`src/rtl/busfree_pkg.sv`:
```
`timescale 1ns/1ps
package busfree_pkg;

  // Controller states for one recovery.
  typedef enum logic [3:0] {
    S_IDLE,  // bus handed back, waiting for a request
    S_REL,   // both lines released, settle one half-period
    S_EVAL,  // read SDA, choose pulse / stop / next round
    S_LOW,   // SCL held low for one half-period
    S_HIGH,  // SCL released, timed once it reads high
    S_SA,    // stop: SCL low, SDA released
    S_SB,    // stop: SCL low, SDA low
    S_SC,    // stop: SCL released, SDA low
    S_SD,    // stop: SDA released while SCL high
    S_VER    // both lines must read high
  } rec_state_t;

  // Shortest half-period that leaves room for the input synchronizer.
  localparam int MIN_HALF = 4;

endpackage

```
`src/rtl/busfree_sync.sv`:
```
`timescale 1ns/1ps
module busfree_sync #(
  parameter int WIDTH  = 2,
  parameter int STAGES = 2
) (
  input  logic             clk,
  input  logic             rst,
  input  logic [WIDTH-1:0] d_i,
  output logic [WIDTH-1:0] q_o
);

  // One shift chain per line; idle bus level is high.
  for (genvar b = 0; b < WIDTH; b++) begin : g_line
    logic [STAGES-1:0] chain_q;
    always_ff @(posedge clk) begin
      if (rst) chain_q <= '1;
      else     chain_q <= {chain_q[STAGES-2:0], d_i[b]};
    end
    assign q_o[b] = chain_q[STAGES-1];
  end

endmodule

```
`src/rtl/busfree_timer.sv`:
```
`timescale 1ns/1ps
module busfree_timer #(
  parameter int W = 16
) (
  input  logic         clk,
  input  logic         rst,
  input  logic         load_i,
  input  logic         run_i,
  input  logic [W-1:0] period_i,
  output logic         expired_o
);

  logic [W-1:0] cnt_q;

  // Loading period-1 makes a state last exactly "period" running cycles.
  always_ff @(posedge clk) begin
    if (rst)                      cnt_q <= '0;
    else if (load_i)              cnt_q <= period_i - 1'b1;
    else if (run_i && cnt_q != '0) cnt_q <= cnt_q - 1'b1;
  end

  assign expired_o = run_i && (cnt_q == '0);

endmodule

```
`src/rtl/busfree_seq.sv`:
```
`timescale 1ns/1ps
module busfree_seq
  import busfree_pkg::*;
#(
  parameter int DIV_W      = 16,
  parameter int RND_W      = 4,
  parameter int MAX_PULSES = 9
) (
  input  logic             clk,
  input  logic             rst,
  input  logic             start_i,
  input  logic             idle_i,
  input  logic [DIV_W-1:0] div_i,
  input  logic [RND_W-1:0] rounds_i,
  input  logic             scl_s,
  input  logic             sda_s,
  input  logic             tmr_exp_i,
  output logic             tmr_load_o,
  output logic             tmr_run_o,
  output logic [DIV_W-1:0] tmr_period_o,
  output logic             scl_oe_o,
  output logic             sda_oe_o,
  output logic             busy_o,
  output logic             done_o,
  output logic             fail_o
);

  localparam int PW  = $clog2(MAX_PULSES + 1);
  localparam int RW1 = RND_W + 1;
  localparam logic [DIV_W-1:0] DIV_FLOOR = DIV_W'(MIN_HALF);
  localparam logic [PW-1:0]    PULSE_LIM = PW'(MAX_PULSES);

  rec_state_t       state_q, state_d;
  logic [PW-1:0]    pcnt_q;
  logic [RND_W-1:0] rcnt_q;
  logic [RND_W-1:0] rlim_q;
  logic [DIV_W-1:0] div_q;

  logic             go;
  logic             last_round;
  logic             fin_ok, fin_bad, pulse_inc, new_round;
  logic [DIV_W-1:0] div_eff;
  logic [RND_W-1:0] rlim_eff;

  assign go       = start_i || (idle_i && !sda_s);
  assign div_eff  = (div_i < DIV_FLOOR) ? DIV_FLOOR : div_i;
  assign rlim_eff = (rounds_i == '0) ? RND_W'(1) : rounds_i;
  assign last_round = (RW1'(rcnt_q) + RW1'(1)) >= RW1'(rlim_q);

  // Next-state logic.
  always_comb begin
    state_d   = state_q;
    fin_ok    = 1'b0;
    fin_bad   = 1'b0;
    pulse_inc = 1'b0;
    new_round = 1'b0;
    unique case (state_q)
      S_IDLE: if (go) state_d = S_REL;
      S_REL:  if (tmr_exp_i) state_d = S_EVAL;
      S_EVAL: begin
        if (sda_s) begin
          state_d = S_SA;
        end else if (pcnt_q == PULSE_LIM) begin
          if (last_round) begin
            fin_bad = 1'b1;
            state_d = S_IDLE;
          end else begin
            new_round = 1'b1;
            state_d   = S_REL;
          end
        end else begin
          state_d = S_LOW;
        end
      end
      S_LOW:  if (tmr_exp_i) state_d = S_HIGH;
      S_HIGH: if (tmr_exp_i) begin
        pulse_inc = 1'b1;
        state_d   = S_EVAL;
      end
      S_SA:   if (tmr_exp_i) state_d = S_SB;
      S_SB:   if (tmr_exp_i) state_d = S_SC;
      S_SC:   if (tmr_exp_i) state_d = S_SD;
      S_SD:   if (tmr_exp_i) state_d = S_VER;
      S_VER: begin
        if (scl_s && sda_s) begin
          fin_ok  = 1'b1;
          state_d = S_IDLE;
        end else if (last_round) begin
          fin_bad = 1'b1;
          state_d = S_IDLE;
        end else begin
          new_round = 1'b1;
          state_d   = S_REL;
        end
      end
      default: state_d = S_IDLE;
    endcase
  end

  // Timer control: restart on every state change; high phases wait for SCL.
  assign tmr_load_o   = (state_d != state_q);
  assign tmr_run_o    = (state_q == S_HIGH || state_q == S_SC) ? scl_s : 1'b1;
  assign tmr_period_o = (state_q == S_IDLE) ? div_eff : div_q;

  always_ff @(posedge clk) begin
    if (rst) begin
      state_q <= S_IDLE;
      pcnt_q  <= '0;
      rcnt_q  <= '0;
      rlim_q  <= RND_W'(1);
      div_q   <= DIV_FLOOR;
    end else begin
      state_q <= state_d;
      if (state_q == S_IDLE && go) begin
        pcnt_q <= '0;
        rcnt_q <= '0;
        rlim_q <= rlim_eff;
        div_q  <= div_eff;
      end else if (new_round) begin
        pcnt_q <= '0;
        rcnt_q <= rcnt_q + 1'b1;
      end else if (pulse_inc) begin
        pcnt_q <= pcnt_q + 1'b1;
      end
    end
  end

  // Registered pad enables and status, derived from the next state.
  always_ff @(posedge clk) begin
    if (rst) begin
      scl_oe_o <= 1'b0;
      sda_oe_o <= 1'b0;
      busy_o   <= 1'b0;
      done_o   <= 1'b0;
      fail_o   <= 1'b0;
    end else begin
      scl_oe_o <= (state_d == S_LOW) || (state_d == S_SA) || (state_d == S_SB);
      sda_oe_o <= (state_d == S_SB) || (state_d == S_SC);
      busy_o   <= (state_d != S_IDLE);
      done_o   <= fin_ok;
      fail_o   <= fin_bad;
    end
  end

endmodule

```
`src/rtl/busfree_ctrl.sv`:
```
`timescale 1ns/1ps
module busfree_ctrl #(
  parameter int DIV_W       = 16,
  parameter int RND_W       = 4,
  parameter int MAX_PULSES  = 9,
  parameter int SYNC_STAGES = 2
) (
  input  logic             clk,
  input  logic             rst,
  input  logic             start_i,
  input  logic             idle_i,
  input  logic [DIV_W-1:0] div_i,
  input  logic [RND_W-1:0] rounds_i,
  input  logic             scl_i,
  input  logic             sda_i,
  output logic             scl_oe_o,
  output logic             sda_oe_o,
  output logic             busy_o,
  output logic             done_o,
  output logic             fail_o
);

  logic [1:0]       pads_s;
  logic             tmr_load, tmr_run, tmr_exp;
  logic [DIV_W-1:0] tmr_period;

  busfree_sync #(.WIDTH(2), .STAGES(SYNC_STAGES)) u_sync (
    .clk (clk),
    .rst (rst),
    .d_i ({scl_i, sda_i}),
    .q_o (pads_s)
  );

  busfree_timer #(.W(DIV_W)) u_timer (
    .clk       (clk),
    .rst       (rst),
    .load_i    (tmr_load),
    .run_i     (tmr_run),
    .period_i  (tmr_period),
    .expired_o (tmr_exp)
  );

  busfree_seq #(.DIV_W(DIV_W), .RND_W(RND_W), .MAX_PULSES(MAX_PULSES)) u_seq (
    .clk          (clk),
    .rst          (rst),
    .start_i      (start_i),
    .idle_i       (idle_i),
    .div_i        (div_i),
    .rounds_i     (rounds_i),
    .scl_s        (pads_s[1]),
    .sda_s        (pads_s[0]),
    .tmr_exp_i    (tmr_exp),
    .tmr_load_o   (tmr_load),
    .tmr_run_o    (tmr_run),
    .tmr_period_o (tmr_period),
    .scl_oe_o     (scl_oe_o),
    .sda_oe_o     (sda_oe_o),
    .busy_o       (busy_o),
    .done_o       (done_o),
    .fail_o       (fail_o)
  );

endmodule

```
`config.mk`:
```
export PLATFORM = sky130hd
export DESIGN_NAME = busfree_ctrl
export DESIGN_NICKNAME = d
export VERILOG_FILES = /design/src/rtl/busfree_pkg.sv /design/src/rtl/busfree_sync.sv /design/src/rtl/busfree_timer.sv /design/src/rtl/busfree_seq.sv /design/src/rtl/busfree_ctrl.sv
export SDC_FILE = /design/constraint.sdc
export NUM_CORES = 1
export LEC_CHECK = 0
export ABC_CLOCK_PERIOD_IN_PS = 7800
export BUFFER_PORTS_ARGS = -buffer_cell sky130_fd_sc_hd__clkbuf_2
export CORE_ASPECT_RATIO = 1.1
export CORE_MARGIN = 4
export CORE_UTILIZATION = 64
export CTS_CLUSTER_DIAMETER = 80
export DETAILED_ROUTE_END_ITERATION = 10
export PLACE_DENSITY = 0.85
export REMOVE_ABC_BUFFERS = 1
export SYNTH_ARGS = -nofsm -noshare
export SYNTH_HDL_FRONTEND = slang
export SYNTH_HIERARCHICAL = 1
export SYNTH_SLANG_ARGS = --single-unit
```
`constraint.sdc`:
```
create_clock -name clk -period 7.8 [get_ports clk]
set_input_delay 0.39 -clock clk [delete_from_list [all_inputs] [get_ports clk]]
set_output_delay 0.39 -clock clk [all_outputs]
set_load 0.01 [all_outputs]
```
---- Yosys cells after proc, flatten, opt, wreduce, memory -nomap -nowiden ----
Index checks and enable logic that the tools add are counted.
word-level totals
  flip-flop bits (word level) ............. 57
  input port bits ......................... 26
  output and inout port bits .............. 5
  logic and storage cells ................. 88
cells by class
  add/sub/neg operators ................... 5
  $lt $le $gt $ge ......................... 2
  equal/unequal tests ..................... 15
  muxes and demuxes ....................... 31
  bitwise logic cells ..................... 1
  reduce and logical (&&, ||, !) cells .... 21
operators with widths
  cell                                                                            number
  16-bit two-way mux                                                              4
  4-bit two-way mux                                                               9
  4-bit one-hot mux with 9 select lines                                           1
  16-bit by 1-bit subtractor with 16-bit output (second input constant)           2
  4-bit by 3-bit equality test with 1-bit output (second input constant)          7
  16-bit logical NOT                                                              1
  16-bit by 3-bit less-than comparator with 1-bit output (second input constant)  1
  16-bit nonzero test                                                             1
  1-bit two-way mux                                                               14
  4-bit by 2-bit equality test with 1-bit output (second input constant)          3
  4-bit equality test (second input constant)                                     3
  4-bit by 1-bit adder with 4-bit output (second input constant)                  2
  4-bit logical NOT                                                               2
  2-bit OR reduction                                                              3
  4-bit by 1-bit adder with 5-bit output (second input constant)                  1
  5-bit by 4-bit >= comparator with 1-bit output                                  1
  1-bit logical AND                                                               5
  1-bit logical OR                                                                5
  4-bit by 1-bit equality test with 1-bit output (second input constant)          1
  4-bit != test                                                                   1
  1-bit one-hot mux with 2 select lines                                           2
  4-bit nonzero test                                                              1
  3-bit OR reduction                                                              1
  2-bit two-way mux                                                               1
  3 further kinds                                                                 3

---- Depth between registers and ports, before layout ----
  depth after elaboration ................. 9
  depth in mapped cells ................... 22

---- By module ----
The synthesis kept the hierarchy.
modules (own cells, without submodules)
  module         times used  cells an instance  area each (um^2)
  busfree_seq    1           246                2,011.9
  busfree_timer  1           170                1,355.0
  busfree_sync   1           10                 120.1

---- Least setup slack after synthesis ----
No wires, ideal clock.
  path kind ............................... register to register
  start ................................... register u_timer.cnt_q[2]
  end ..................................... register u_timer.cnt_q[12]
  setup time .............................. 0.092 ns
  arrival ................................. 5.059 ns
  required time ........................... 7.708 ns
  setup slack ............................. 2.649 ns
  stages on the path, launching flop included .. 17
  path buffers ............................ 4
  path through ............................ dfxtp_1 or3_1 or4_1 nor3_1 o21ai_0 a211o_1 o221ai_1 clkbuf_1 clkbuf_1 clkbuf_1 buf_1 mux2i_1 ha_1 nand2_1 nor4b_1 a211oi_1 nor4_1
between the ends
  word-level cells in the longest chain between the ends .. 6
RTL lines
  element                                                          line                 RTL
  start, declared                                                  busfree_timer.sv:13  logic [W-1:0] cnt_q;
  start signal, assigned                                           busfree_timer.sv:18  else if (load_i) cnt_q <= period_i - 1'b1;
  start signal, assigned                                           busfree_timer.sv:19  else if (run_i && cnt_q != '0) cnt_q <= cnt_q - 1'b1;
  16-bit logical NOT (*)                                           busfree_timer.sv:22  assign expired_o = run_i && (cnt_q == '0);
  1-bit logical AND (*)                                            busfree_timer.sv:22
  net tmr_exp                                                      busfree_ctrl.sv:24   logic tmr_load, tmr_run, tmr_exp;
  4-bit two-way mux, or another cell as far along                  busfree_seq.sv:83    S_SD: if (tmr_exp_i) state_d = S_VER;
  4-bit one-hot mux with 9 select lines (*)                        busfree_seq.sv:57    unique case (state_q)
  4-bit != test (*)                                                busfree_seq.sv:101   assign tmr_load_o = (state_d != state_q);
  net tmr_load                                                     busfree_ctrl.sv:24
  16-bit two-way mux / 2-bit nonzero test (equally long branches)  n/a
The timed path passes the listed nets; every way through them passes the cells marked *. The select of a mux whose other input is x is not followed.
A chain may end at the register's enable or synchronous reset.

---- Worst setup path in the final report ----
  start ................................... register u_timer.cnt_q[2]
  end ..................................... register u_timer.cnt_q[13]
Same word-level chain as after synthesis.

==> reports/qor.log <==
[setup_path] arrival time reported for the critical path endpoint 5.71 ns
[setup_path] FF-to-FF setup slack 2.32 ns
[yosys] Post-Synthesis Cells 426
[route] average routed wire per standard cell 15.85 um
[cts] number of CTS-inserted buffers 9
[sta] f_max 182.5 MHz
[final_layout] number of nets in the layout 475
[yosys] post-synthesis async set-or-reset flop share 0%
[global_routing] via count of the first global-routing pass 3,161
[global_routing] largest net degree at the start of global routing 43
[yosys] Warnings, synthesis 6
[sta] total count of hold-check failures in the final report 0
[power_and_ir_drop] maximum VDD drop 172.5 uV
[yosys] #FFs+latches synth 57
[min_path] worst hold start scl_i
[global_routing] global router's overall resource usage 25.93%
[global_routing] GRT met2 Usage 45.09%
[route] total number of vias 3,249
[cts] # H-tree levels 3
[route] first-pass iteration count of the detailed router 4
[route] number of remaining DRC errors 0
[sta] Setup Viol. Count Final 0
[route] starting DRC count in detailed routing 201
[floorplanning] die area 0.006695 mm^2
[floorplanning] core box area 0.005135 mm^2
[cts] clock tree from TritonCTS built
[floorplanning] initial standard-cell utilization of the core 67.91%
[power_and_ir_drop] Overall Power 0.9447 mW
[setup_path] Critical Path Source Type flip-flop
[cts] post-cts gate resize count 0
[power_and_ir_drop] Seq pwr share 39.9%
[sta] shortest clock period the worst path allows after layout 5.478 ns
[floorplanning] number of top-level design ports 31
[yosys] Seq/Total Area, Yosys 32.72%
[setup_path] start point of the critical path u_timer/cnt_q[2]
[global_routing] busiest layer in global routing met2
[power_and_ir_drop] switching share of power 37.73%
[yosys] area share of the leading cell type in the synthesized netlist 32.72%
[route] drt via density 6.272
[setup_path] Worst EP required 8.03 ns
[yosys] total standard cell area after synthesis 0.003487 mm^2
[final_layout] fraction of layout instances using a drive strength above 1 16.59%
[power_and_ir_drop] Clock Power Share 24.3%
[job] max-cap check violation count 0
[sta] Max-Slew Margin vs Limit 22.41%
[run_status] result of the run finished, final reports clean
[setup_path] kind of capture point of the worst setup path flip-flop
[sta] number of pins exceeding their max-slew limit in the final report 0
[floorplanning] Site Rows 27
[power_and_ir_drop] P per Cell Area 249.6 mW/mm^2
[min_path] type of the most critical hold path primary input to flip-flop
[placement] GPL Wtd Cong 0.9183
[yosys] Mapped Avg Cell Area 8.186 um^2
[global_routing] number of antenna violations at the first check in global routing 0
[cts] Post-CTS Hold Fix Bufs 0
[sta] total negative slack for setup checks 0 ns
[sta] RSZ-0062 raised after global routing false
[placement] number of buffers added on ports 30
[sta] Worst-Margin Slew 1.152 ns
[cts] clock insertion delay at the later pin of the skew report 0.34 ns
[sta] Worst Clk Skew 0.01113 ns
[floorplanning] die width 78.38 um
[final_layout] synthesis-to-layout area growth 8.540%
[setup_path] launching point of the worst reg2reg path u_timer/cnt_q[2]
[sta] portion of the clock cycle consumed by the worst path in the final layout 70.24%
[global_routing] met1 GRT Util 28.93%
[cts] number of setup buffers added after CTS 0
[global_routing] overflow left after global routing 0
[yosys] count of cell types in the netlist 65
[placement] HPWL after DPL 5787 um
[sta] WHS 0.2336 ns
[setup_path] worst setup path class flip-flop to flip-flop
[global_routing] first-pass GRT wire length 13,990 um
[cts] clock-pin slew of the registers on the worst-case setup and hold paths 0.07 ns
[yosys] Area contributors post-synth sky130_fd_sc_hd__dfxtp_1, sky130_fd_sc_hd__nand2_1, sky130_fd_sc_hd__mux2_2, sky130_fd_sc_hd__a21oi_1, sky130_fd_sc_hd__o21ai_0
[setup_path] worst-path maximum fanout 42
[cts] clock net sink count 57
[power_and_ir_drop] Internal Pwr Total 0.5882 mW
[power_and_ir_drop] Pleak 1.444 nW
[final_layout] Core Util, Final 73.71%
[cts] clock tree buffer depth 2
[route] post-detailed-routing wire length 8210 um
[route] number of routed nets with antenna violations 0
[final_layout] antenna fix cells 0
[yosys] most common flop cell mapped by yosys sky130_fd_sc_hd__dfxtp_1
[yosys] library cell occupying the most area in the post-synthesis netlist sky130_fd_sc_hd__dfxtp_1
[floorplanning] height of the chip 85.42 um
[power_and_ir_drop] Net Switching 0.3565 mW
[yosys] number of flops mapped to enable cells by yosys 0
[global_routing] met3 routing resource usage after global routing 6.900%
[power_and_ir_drop] part of the total power dissipated in combinational logic 35.8%
[cts] Clock Root Buffer sky130_fd_sc_hd__clkbuf_8
==> synthesized netlist by cell type (all sizes together), types with 3 or more instances <==
master   n
nor4b    4
o21ai   28
nor2b    6
nor3    16
xor2     8
o211ai   3
nor4     9
nor3b    4
ha       8
a211o    3
dfxtp   57
nand2b   7
mux2i    6
and3     3
a31oi    7
mux2    15
o311a    4
or4      7
and4     4
a211oi   7
or3     11
or2      5
nand4    5
nor2    15
buf     15
o21a     4
nand2   50
xnor2   11
clkbuf  13
o31ai    4
nand3   11
a21oi   33
o221ai   3
inv     16
==> state kept, by name, summed over array words and instances, names as in the netlist <==
signal and cells:
u_timer/cnt_q 16, u_seq/busy_o 1, u_seq/done_o 1, u_sync/g_line.chain_q 4, u_seq/rlim_q 4, u_seq/fail_o 1, u_seq/pcnt_q 4, u_seq/scl_oe_o 1
u_seq/div_q 16, u_seq/rcnt_q 4, u_seq/sda_oe_o 1, u_seq/state_q 4
==> path summary, 6_finish.rpt <==
path                                 endpoint  cells past startpoint
setup / recovery            u_timer/cnt_q[13]                     14
hold / removal    u_sync/g_line[1].chain_q[0]                      2
hold reg to reg   u_sync/g_line[1].chain_q[1]                      1
setup reg to reg            u_timer/cnt_q[13]                     14
==> cells by family after synthesis <==
| group | count (synthesis) | synth area share (%) |
|---|---|---|
| multiplexers | 21 | 6.566 |
| AND/OR/NAND/NOR | 166 | 27.05 |
| buffers and inverters | 44 | 5.418 |
| AO/OA/AOI/OAI | 111 | 20.60 |
| adder cells (fa/ha/maj) | 8 | 2.871 |
| XOR/XNOR | 19 | 4.772 |
| flip-flops | 57 | 32.72 |
==> critical path: stages (launching register included) <==
cell and delay (ns):
sky130_fd_sc_hd__dfxtp_1 0.36, sky130_fd_sc_hd__or3_1 0.46, sky130_fd_sc_hd__or4_1 0.47, sky130_fd_sc_hd__nor3_1 0.61, sky130_fd_sc_hd__inv_1 0.15, sky130_fd_sc_hd__nand2_1 0.11
sky130_fd_sc_hd__o211ai_1 0.13, sky130_fd_sc_hd__nor3_1 0.49, sky130_fd_sc_hd__o221ai_2 0.17, sky130_fd_sc_hd__buf_4 0.28, sky130_fd_sc_hd__or3_1 0.40, sky130_fd_sc_hd__a222oi_1 0.83
sky130_fd_sc_hd__nand4_2 0.25, sky130_fd_sc_hd__or3_1 0.36, sky130_fd_sc_hd__a311oi_1 0.25
==> per-layer routing <==
metal | vias to the layer above | share of wire (%)
li1 | 1610 | -
met5 | - | 0
met4 | 0 | 3.1
met3 | 26 | 5.2
met1 | 1512 | 41
met2 | 101 | 50
==> power by group through the flow <==
stage	Clock (mW)	Sequential (mW)	Combinational, mW
after detailed placement	0	0.382	0.331
final	0.229	0.377	0.338
after global routing	0.245	0.383	0.377
after floorplan	0	0.366	0.260
after CTS	0.233	0.375	0.333
after global placement	0	0.379	0.323
==> cell type report <==
cell class	instances	area (um^2)
clock buffers	13	138.9
fillers	395	1350
well taps	72	90.09
clock inverters	3	17.52
repair buffers	32	165.2
flip-flops and latches	57	1141
inverters	16	60.06
multi-input cells	325	2172
==> cells in the final DEF (no fill, tap or decap), drive strengths merged, types with 8 or more instances in the layout <==
cell type and n:
inv 16, dfxtp 57, xor2 8, nand3 11, mux2 15, or3 11, clkbuf 43, nor2 15
nand2 50, o21ai 28, xnor2 11, nor4 9, nor3 16, a21oi 33, ha 8
==> through the flow <==
stage | setup slack, ns | cell area, um^2 | instances
3_5_place_dp | 2.391 | 3628 | 502
3_3_place_gp | 2.672 | 3628 | 502
2_1_floorplan | 1.052 | 3358 | 398
6_report | 2.322 | 3785 | 518
5_1_grt | 1.763 | 3785 | 518
4_1_cts | 2.374 | 3785 | 518
(Power assumes the default switching activity.)
